File: src/rtl/bbck_pkg.sv
package bbck_pkg;

    typedef enum logic [1:0] {
        BB_RUN     = 2'd0,
        BB_COMMIT  = 2'd1,
        BB_RESTORE = 2'd2
    } bb_action_e;

    // rollback outranks commit; commit outranks plain running
    function automatic bb_action_e bb_decode(input logic end_i, input logic rb_i);
        if (rb_i)       return BB_RESTORE;
        else if (end_i) return BB_COMMIT;
        else            return BB_RUN;
    endfunction

endpackage

File: src/rtl/bbck_mask_ctrl.sv
module bbck_mask_ctrl #(
    parameter int NREG = 16,
    localparam int AW = (NREG > 1) ? $clog2(NREG) : 1
) (
    input  logic            clk,
    input  logic            rst_n,
    input  logic            wr_en,
    input  logic [AW-1:0]   wr_addr,
    input  logic            blk_end,
    input  logic            rollback,
    output logic            bank_we,
    output logic            bank_sel,
    output logic [NREG-1:0] state_q,
    output logic [NREG-1:0] dirty_q,
    output logic [NREG-1:0] saved_q
);
    import bbck_pkg::*;

    typedef struct packed {
        logic [NREG-1:0] state;
        logic [NREG-1:0] dirty;
        logic [NREG-1:0] saved;
    } mask_t;

    mask_t      cur_q, nxt_d;
    bb_action_e act;
    logic       first_wr;

    always_comb begin
        act      = bb_decode(blk_end, rollback);
        nxt_d    = cur_q;
        first_wr = !cur_q.dirty[wr_addr];
        bank_we  = wr_en && (act != BB_RESTORE);
        // first write in block lands in the opposite bank
        bank_sel = first_wr ? !cur_q.state[wr_addr] : cur_q.state[wr_addr];

        if (bank_we) begin
            nxt_d.state[wr_addr] = bank_sel;
            nxt_d.dirty[wr_addr] = 1'b1;
        end

        unique case (act)
            BB_RESTORE: begin
                nxt_d.state = cur_q.saved;
                nxt_d.dirty = '0;
            end
            BB_COMMIT: begin
                nxt_d.saved = nxt_d.state;
                nxt_d.dirty = '0;
            end
            default: ;
        endcase
    end

    always_ff @(posedge clk) begin
        if (!rst_n) cur_q <= '0;
        else        cur_q <= nxt_d;
    end

    assign state_q = cur_q.state;
    assign dirty_q = cur_q.dirty;
    assign saved_q = cur_q.saved;

endmodule

File: src/rtl/bbck_bank.sv
module bbck_bank #(
    parameter int   NREG    = 16,
    parameter int   DW      = 32,
    parameter logic BANK_ID = 1'b0,
    localparam int  AW = (NREG > 1) ? $clog2(NREG) : 1
) (
    input  logic                     clk,
    input  logic                     rst_n,
    input  logic                     we,
    input  logic                     sel,
    input  logic [AW-1:0]            waddr,
    input  logic [DW-1:0]            wdata,
    output logic [NREG-1:0][DW-1:0]  mem_q
);
    logic [NREG-1:0][DW-1:0] mem_d;

    always_comb begin
        mem_d = mem_q;
        if (we && (sel == BANK_ID)) mem_d[waddr] = wdata;
    end

    always_ff @(posedge clk) begin
        if (!rst_n) mem_q <= '0;
        else        mem_q <= mem_d;
    end

endmodule

File: src/rtl/bbck_read_port.sv
module bbck_read_port #(
    parameter int  NREG = 16,
    parameter int  DW   = 32,
    localparam int AW = (NREG > 1) ? $clog2(NREG) : 1
) (
    input  logic [AW-1:0]           addr,
    input  logic [NREG-1:0]         state,
    input  logic [NREG-1:0][DW-1:0] bank0,
    input  logic [NREG-1:0][DW-1:0] bank1,
    output logic [DW-1:0]           data
);
    always_comb begin
        data = state[addr] ? bank1[addr] : bank0[addr];
    end

endmodule

File: src/rtl/bbck_regfile.sv
module bbck_regfile #(
    parameter int  NREG = 16,
    parameter int  DW   = 32,
    localparam int AW = (NREG > 1) ? $clog2(NREG) : 1,
    localparam int NRD = 2
) (
    input  logic          clk,
    input  logic          rst_n,
    input  logic          wr_en,
    input  logic [AW-1:0] wr_addr,
    input  logic [DW-1:0] wr_data,
    input  logic [AW-1:0] rd_addr_a,
    output logic [DW-1:0] rd_data_a,
    input  logic [AW-1:0] rd_addr_b,
    output logic [DW-1:0] rd_data_b,
    input  logic          blk_end,
    input  logic          rollback
);
    logic                    bank_we;
    logic                    bank_sel;
    logic [NREG-1:0]         state_q;
    logic [NREG-1:0]         dirty_q;
    logic [NREG-1:0]         saved_q;
    logic [1:0][NREG-1:0][DW-1:0] banks;
    logic [NRD-1:0][AW-1:0]  rd_addr;
    logic [NRD-1:0][DW-1:0]  rd_data;

    bbck_mask_ctrl #(.NREG(NREG)) u_masks (
        .clk      (clk),
        .rst_n    (rst_n),
        .wr_en    (wr_en),
        .wr_addr  (wr_addr),
        .blk_end  (blk_end),
        .rollback (rollback),
        .bank_we  (bank_we),
        .bank_sel (bank_sel),
        .state_q  (state_q),
        .dirty_q  (dirty_q),
        .saved_q  (saved_q)
    );

    for (genvar b = 0; b < 2; b++) begin : g_bank
        bbck_bank #(.NREG(NREG), .DW(DW), .BANK_ID(b[0])) u_bank (
            .clk   (clk),
            .rst_n (rst_n),
            .we    (bank_we),
            .sel   (bank_sel),
            .waddr (wr_addr),
            .wdata (wr_data),
            .mem_q (banks[b])
        );
    end

    assign rd_addr[0] = rd_addr_a;
    assign rd_addr[1] = rd_addr_b;

    for (genvar p = 0; p < NRD; p++) begin : g_rd
        bbck_read_port #(.NREG(NREG), .DW(DW)) u_rd (
            .addr  (rd_addr[p]),
            .state (state_q),
            .bank0 (banks[0]),
            .bank1 (banks[1]),
            .data  (rd_data[p])
        );
    end

    assign rd_data_a = rd_data[0];
    assign rd_data_b = rd_data[1];

endmodule

File: config.mk
export PLATFORM = sky130hd
export DESIGN_NAME = bbck_regfile
export DESIGN_NICKNAME = d
export VERILOG_FILES = /design/src/rtl/bbck_pkg.sv /design/src/rtl/bbck_mask_ctrl.sv /design/src/rtl/bbck_bank.sv /design/src/rtl/bbck_read_port.sv /design/src/rtl/bbck_regfile.sv
export SDC_FILE = /design/constraint.sdc
export NUM_CORES = 2
export LEC_CHECK = 0
export ABC_CLOCK_PERIOD_IN_PS = 2350
export BUFFER_PORTS_ARGS = -buffer_cell sky130_fd_sc_hd__buf_2
export CAP_MARGIN = 20
export CORE_ASPECT_RATIO = 1.5
export CORE_MARGIN = 2
export CORE_UTILIZATION = 57
export DETAILED_ROUTE_END_ITERATION = 16
export MAX_ROUTING_LAYER = met4
export PLACE_DENSITY = 0.78
export SLEW_MARGIN = 20
export SYNTH_ARGS = -nofsm -noshare
export SYNTH_HDL_FRONTEND = slang
export SYNTH_SLANG_ARGS = --single-unit
File: constraint.sdc
create_clock -name clk -period 2.35 [get_ports clk]
set_input_delay 0.235 -clock clk [delete_from_list [all_inputs] [get_ports clk]]
set_output_delay 0.235 -clock clk [all_outputs]
set_load 0.05 [all_outputs]
==> results.cfg <==
[run_status]
status = complete, but fails checks
violations = setup timing

[timing]
finalSetupTns_ns = -115.99
timing.slew.headroom = 0.491
finalSetupViolCount = 627
period_needed_ns = 3.26
post-route-period-util = 1.39
skew_ns = 0.0425
rsz0062_at_grt = true
maxSlewViolCount = 0
hold_viol = 0
worst_pin_slew_ns = 0.763
fmax_mhz = 307
layout_setup_ws_ns = -0.911

[logic_synthesis]
ys_warn_count = 0
synth-seq-area-share = 0.391
syn_nets = 4768
synthAdderAreaFrac = 0
synthCells = 4719
syn_avg_cell_area_um2 = 11.6
synth_mux_area_frac = 0.455
ys_ff_latch = 1072
synth_compound_area_frac = 0.0249
synth_edf_count = 0
ys.flop_type = dfxtp_1
synth_top_family_by_area = multiplexers
syn-cell-area_um2 = 54800
synth_largest_area_cell = dfxtp_1
synth_area_leaders = dfxtp_1 (39%), mux4_2 (24%), mux2i_1 (21%)
synth-simple-area-share = 0.0865
yosys.area.top_type_share = 0.391
async_flop_share = 0
synth_cell_types = 42
synth_xor_area_frac = 0

[global_routing]
grt_max_degree = 73
antenna_found_initial = 0
grt_first_pass_wirelength_mm = 260
gr-usage-all-layers = 0.357
grt_pass1_vias = 43700
overflow = 0

[finish]
drive_gt1_frac = 0.316
final_nets = 5014
syn2layout_area_growth_pct = 22.8
utilization = 0.705
finalInstanceArea_um2 = 67300
stdcell_count = 6315
n_antenna_cell = 0

[setup_path]
cp_max_fo = 8
worstPathRequired_ns = 2.12
max_stage_delay_ns = 0.53
end_kind = primary output
path_cells = buf_6 -> mux4_2 -> mux4_2 -> buf_12 -> buf_12 -> nor2_1 -> buf_4 -> a221oi_4 -> buf_6
worstSetupStartpointType = register
critPathKind = register to primary output
worst_ep_arrival_time_ns = 3.03
critical_path.slowest_cell = mux4_2

[cts]
clock_latency_ns = 0.74
cts_tree = yes
cts_root_buf = clkbuf_16
clk_pin_slew_ns = 0.06
cts_sinks = 1072
cts_buffer_depth = 3
cts_made_buffers = 100
htreeDepth = 3

[floorplan]
die_h_um = 384
initial_utilization = 0.574
ioPinCount = 113
core_um2 = 95500
row_count = 139
dieArea_um2 = 98700
die_width_um = 257

[power]
p_per_area_nw_per_um2 = 614
power.leakage_nw = 25.9
ir_drop_mv = 0.521
power_mw = 41.3

[placement]
place_area_um2 = 61700
dp_hpwl_mm = 110
dpl.cell_count = 6062
portBuffers = 112
place_congestion = 0.966

[routing]
finalWirelength_mm = 182
drt-initial-drc-count = 5011
wl_per_cell_um = 28.9
vias = 42300
ant_nets = 0
post-route-drc-count = 0
viasPerCell = 6.70
first_pass_iters = 5

[hold_path]
hold_class = input pin to register

[flow_run]
maxCapViolCount = 0
flip-flops by register name, indices dropped and copies added (netlist names):
signal	count
u_masks.saved_q	16
u_masks.dirty_q	16
u_masks.state_q	16
g_bank.u_bank.mem_q	1024
through the flow:
step | hold slack, ns | worst slack, ns
6_report | 0.0331 | -0.911
5_1_grt | 0.0450 | -0.917
4_1_cts | 0.00585 | -0.903
3_5_place_dp | 0.446 | -0.500
3_3_place_gp | 0.432 | -0.451
2_1_floorplan | 0.420 | -0.0399
cell usage in the layout (no fill, tap or decap), types with 5 or more instances in the layout:
cell type and count:
a21o_1 7, a21oi_4 10, mux4_2 590, buf_4 315, a221oi_4 64, nand3_4 6
and3_4 6, o21ai_0 19, clkbuf_8 23, clkbuf_1 16, buf_2 41, clkinv_2 15
a31oi_1 7, o221a_2 6, nand2_1 1077, nor2_4 50, dfxtp_1 1069, a21oi_1 13
and2_1 7, clkbuf_16 122, buf_16 5, nor2_1 19, mux2i_2 6, mux2i_1 1151
clkinvlp_4 8, a221o_1 7, and3_1 7, buf_6 88, nor2_2 11, o21a_1 12
buf_12 173, bufinv_16 13, nor2b_1 13, buf_8 8
power breakdown:
group,switching (mW),internal (mW),total (mW)
logic,3.03,2.06,5.09
registers,0.0847,18.3,18.4
clock network,7.66,10.2,17.9
cell usage after synthesis, types with 15 or more instances:
library cell / count
a21oi_1: 18
nor2_1: 80
a221oi_1: 64
buf_6: 26
mux4_2: 590
mux2i_1: 1160
dfxtp_1: 1072
buf_4: 19
clkbuf_1: 337
nand2_1: 1077
nor2b_1: 15
o21ai_0: 19
buf_2: 112
worst max-delay path, delay by kind of cell (launching register included):
family,cells,cell delay (ns)
AND/OR/NAND/NOR,1,0.11
AO/OA/AOI/OAI,1,0.05
buffers and inverters,5,0.79
flip-flops,1,0.33
multiplexers,2,1.02
worst paths after layout:
kind / start / slack [ns] / depth (start not counted) / endpoint
setup reg to reg: u_masks.state_q[12] / -0.24 / 11 / g_bank[1].u_bank.mem_q[395]
hold reg to reg: u_masks.dirty_q[1] / 0.46 / 1 / u_masks.dirty_q[1]
hold / removal: blk_end / 0.03 / 4 / u_masks.dirty_q[15]
setup / recovery: u_masks.state_q[12] / -0.91 / 9 / rd_data_a[14]
layer usage:
metal  part of all wire  global-route usage  vias to the layer above
li1                   -                   -                    17800
met4              0.091               0.235                        0
met2               0.48               0.585                     2438
met3              0.090              0.0574                      899
met5                  0                   -                        -
met1               0.34               0.404                    21200
layout make-up:
| cell class | count | area [µm²] |
|---|---|---|
| Clock buffer | 141 | 2950 |
| Clock inverter | 42 | 611 |
| Fill cell | 5969 | 28200 |
| Inverter | 3 | 11.3 |
| Multi-Input combinational cell | 3137 | 32900 |
| Sequential cell | 1072 | 21500 |
| Tap cell | 1269 | 1590 |
| Timing Repair Buffer | 651 | 7790 |
kinds of logic (layout without fill, tap and decap cells):
kind of cell	count (synthesis)	in the layout
AOI/OAI and AO/OA	169	169
buffers and inverters	510	837
DFF	1072	1072
muxes	1753	1753
and+or+nand+nor	1215	1215
repair_timing:
item                                    CTS  global route
hold endpoints to repair                  0             0
buffers inserted                         24            33
cloned                                    4            18
pin swaps                                17            41
gates resized for setup                 191            98
endpoints found under the setup margin  524           521
hold buffers                              0             0
(Power assumes the default switching activity.)
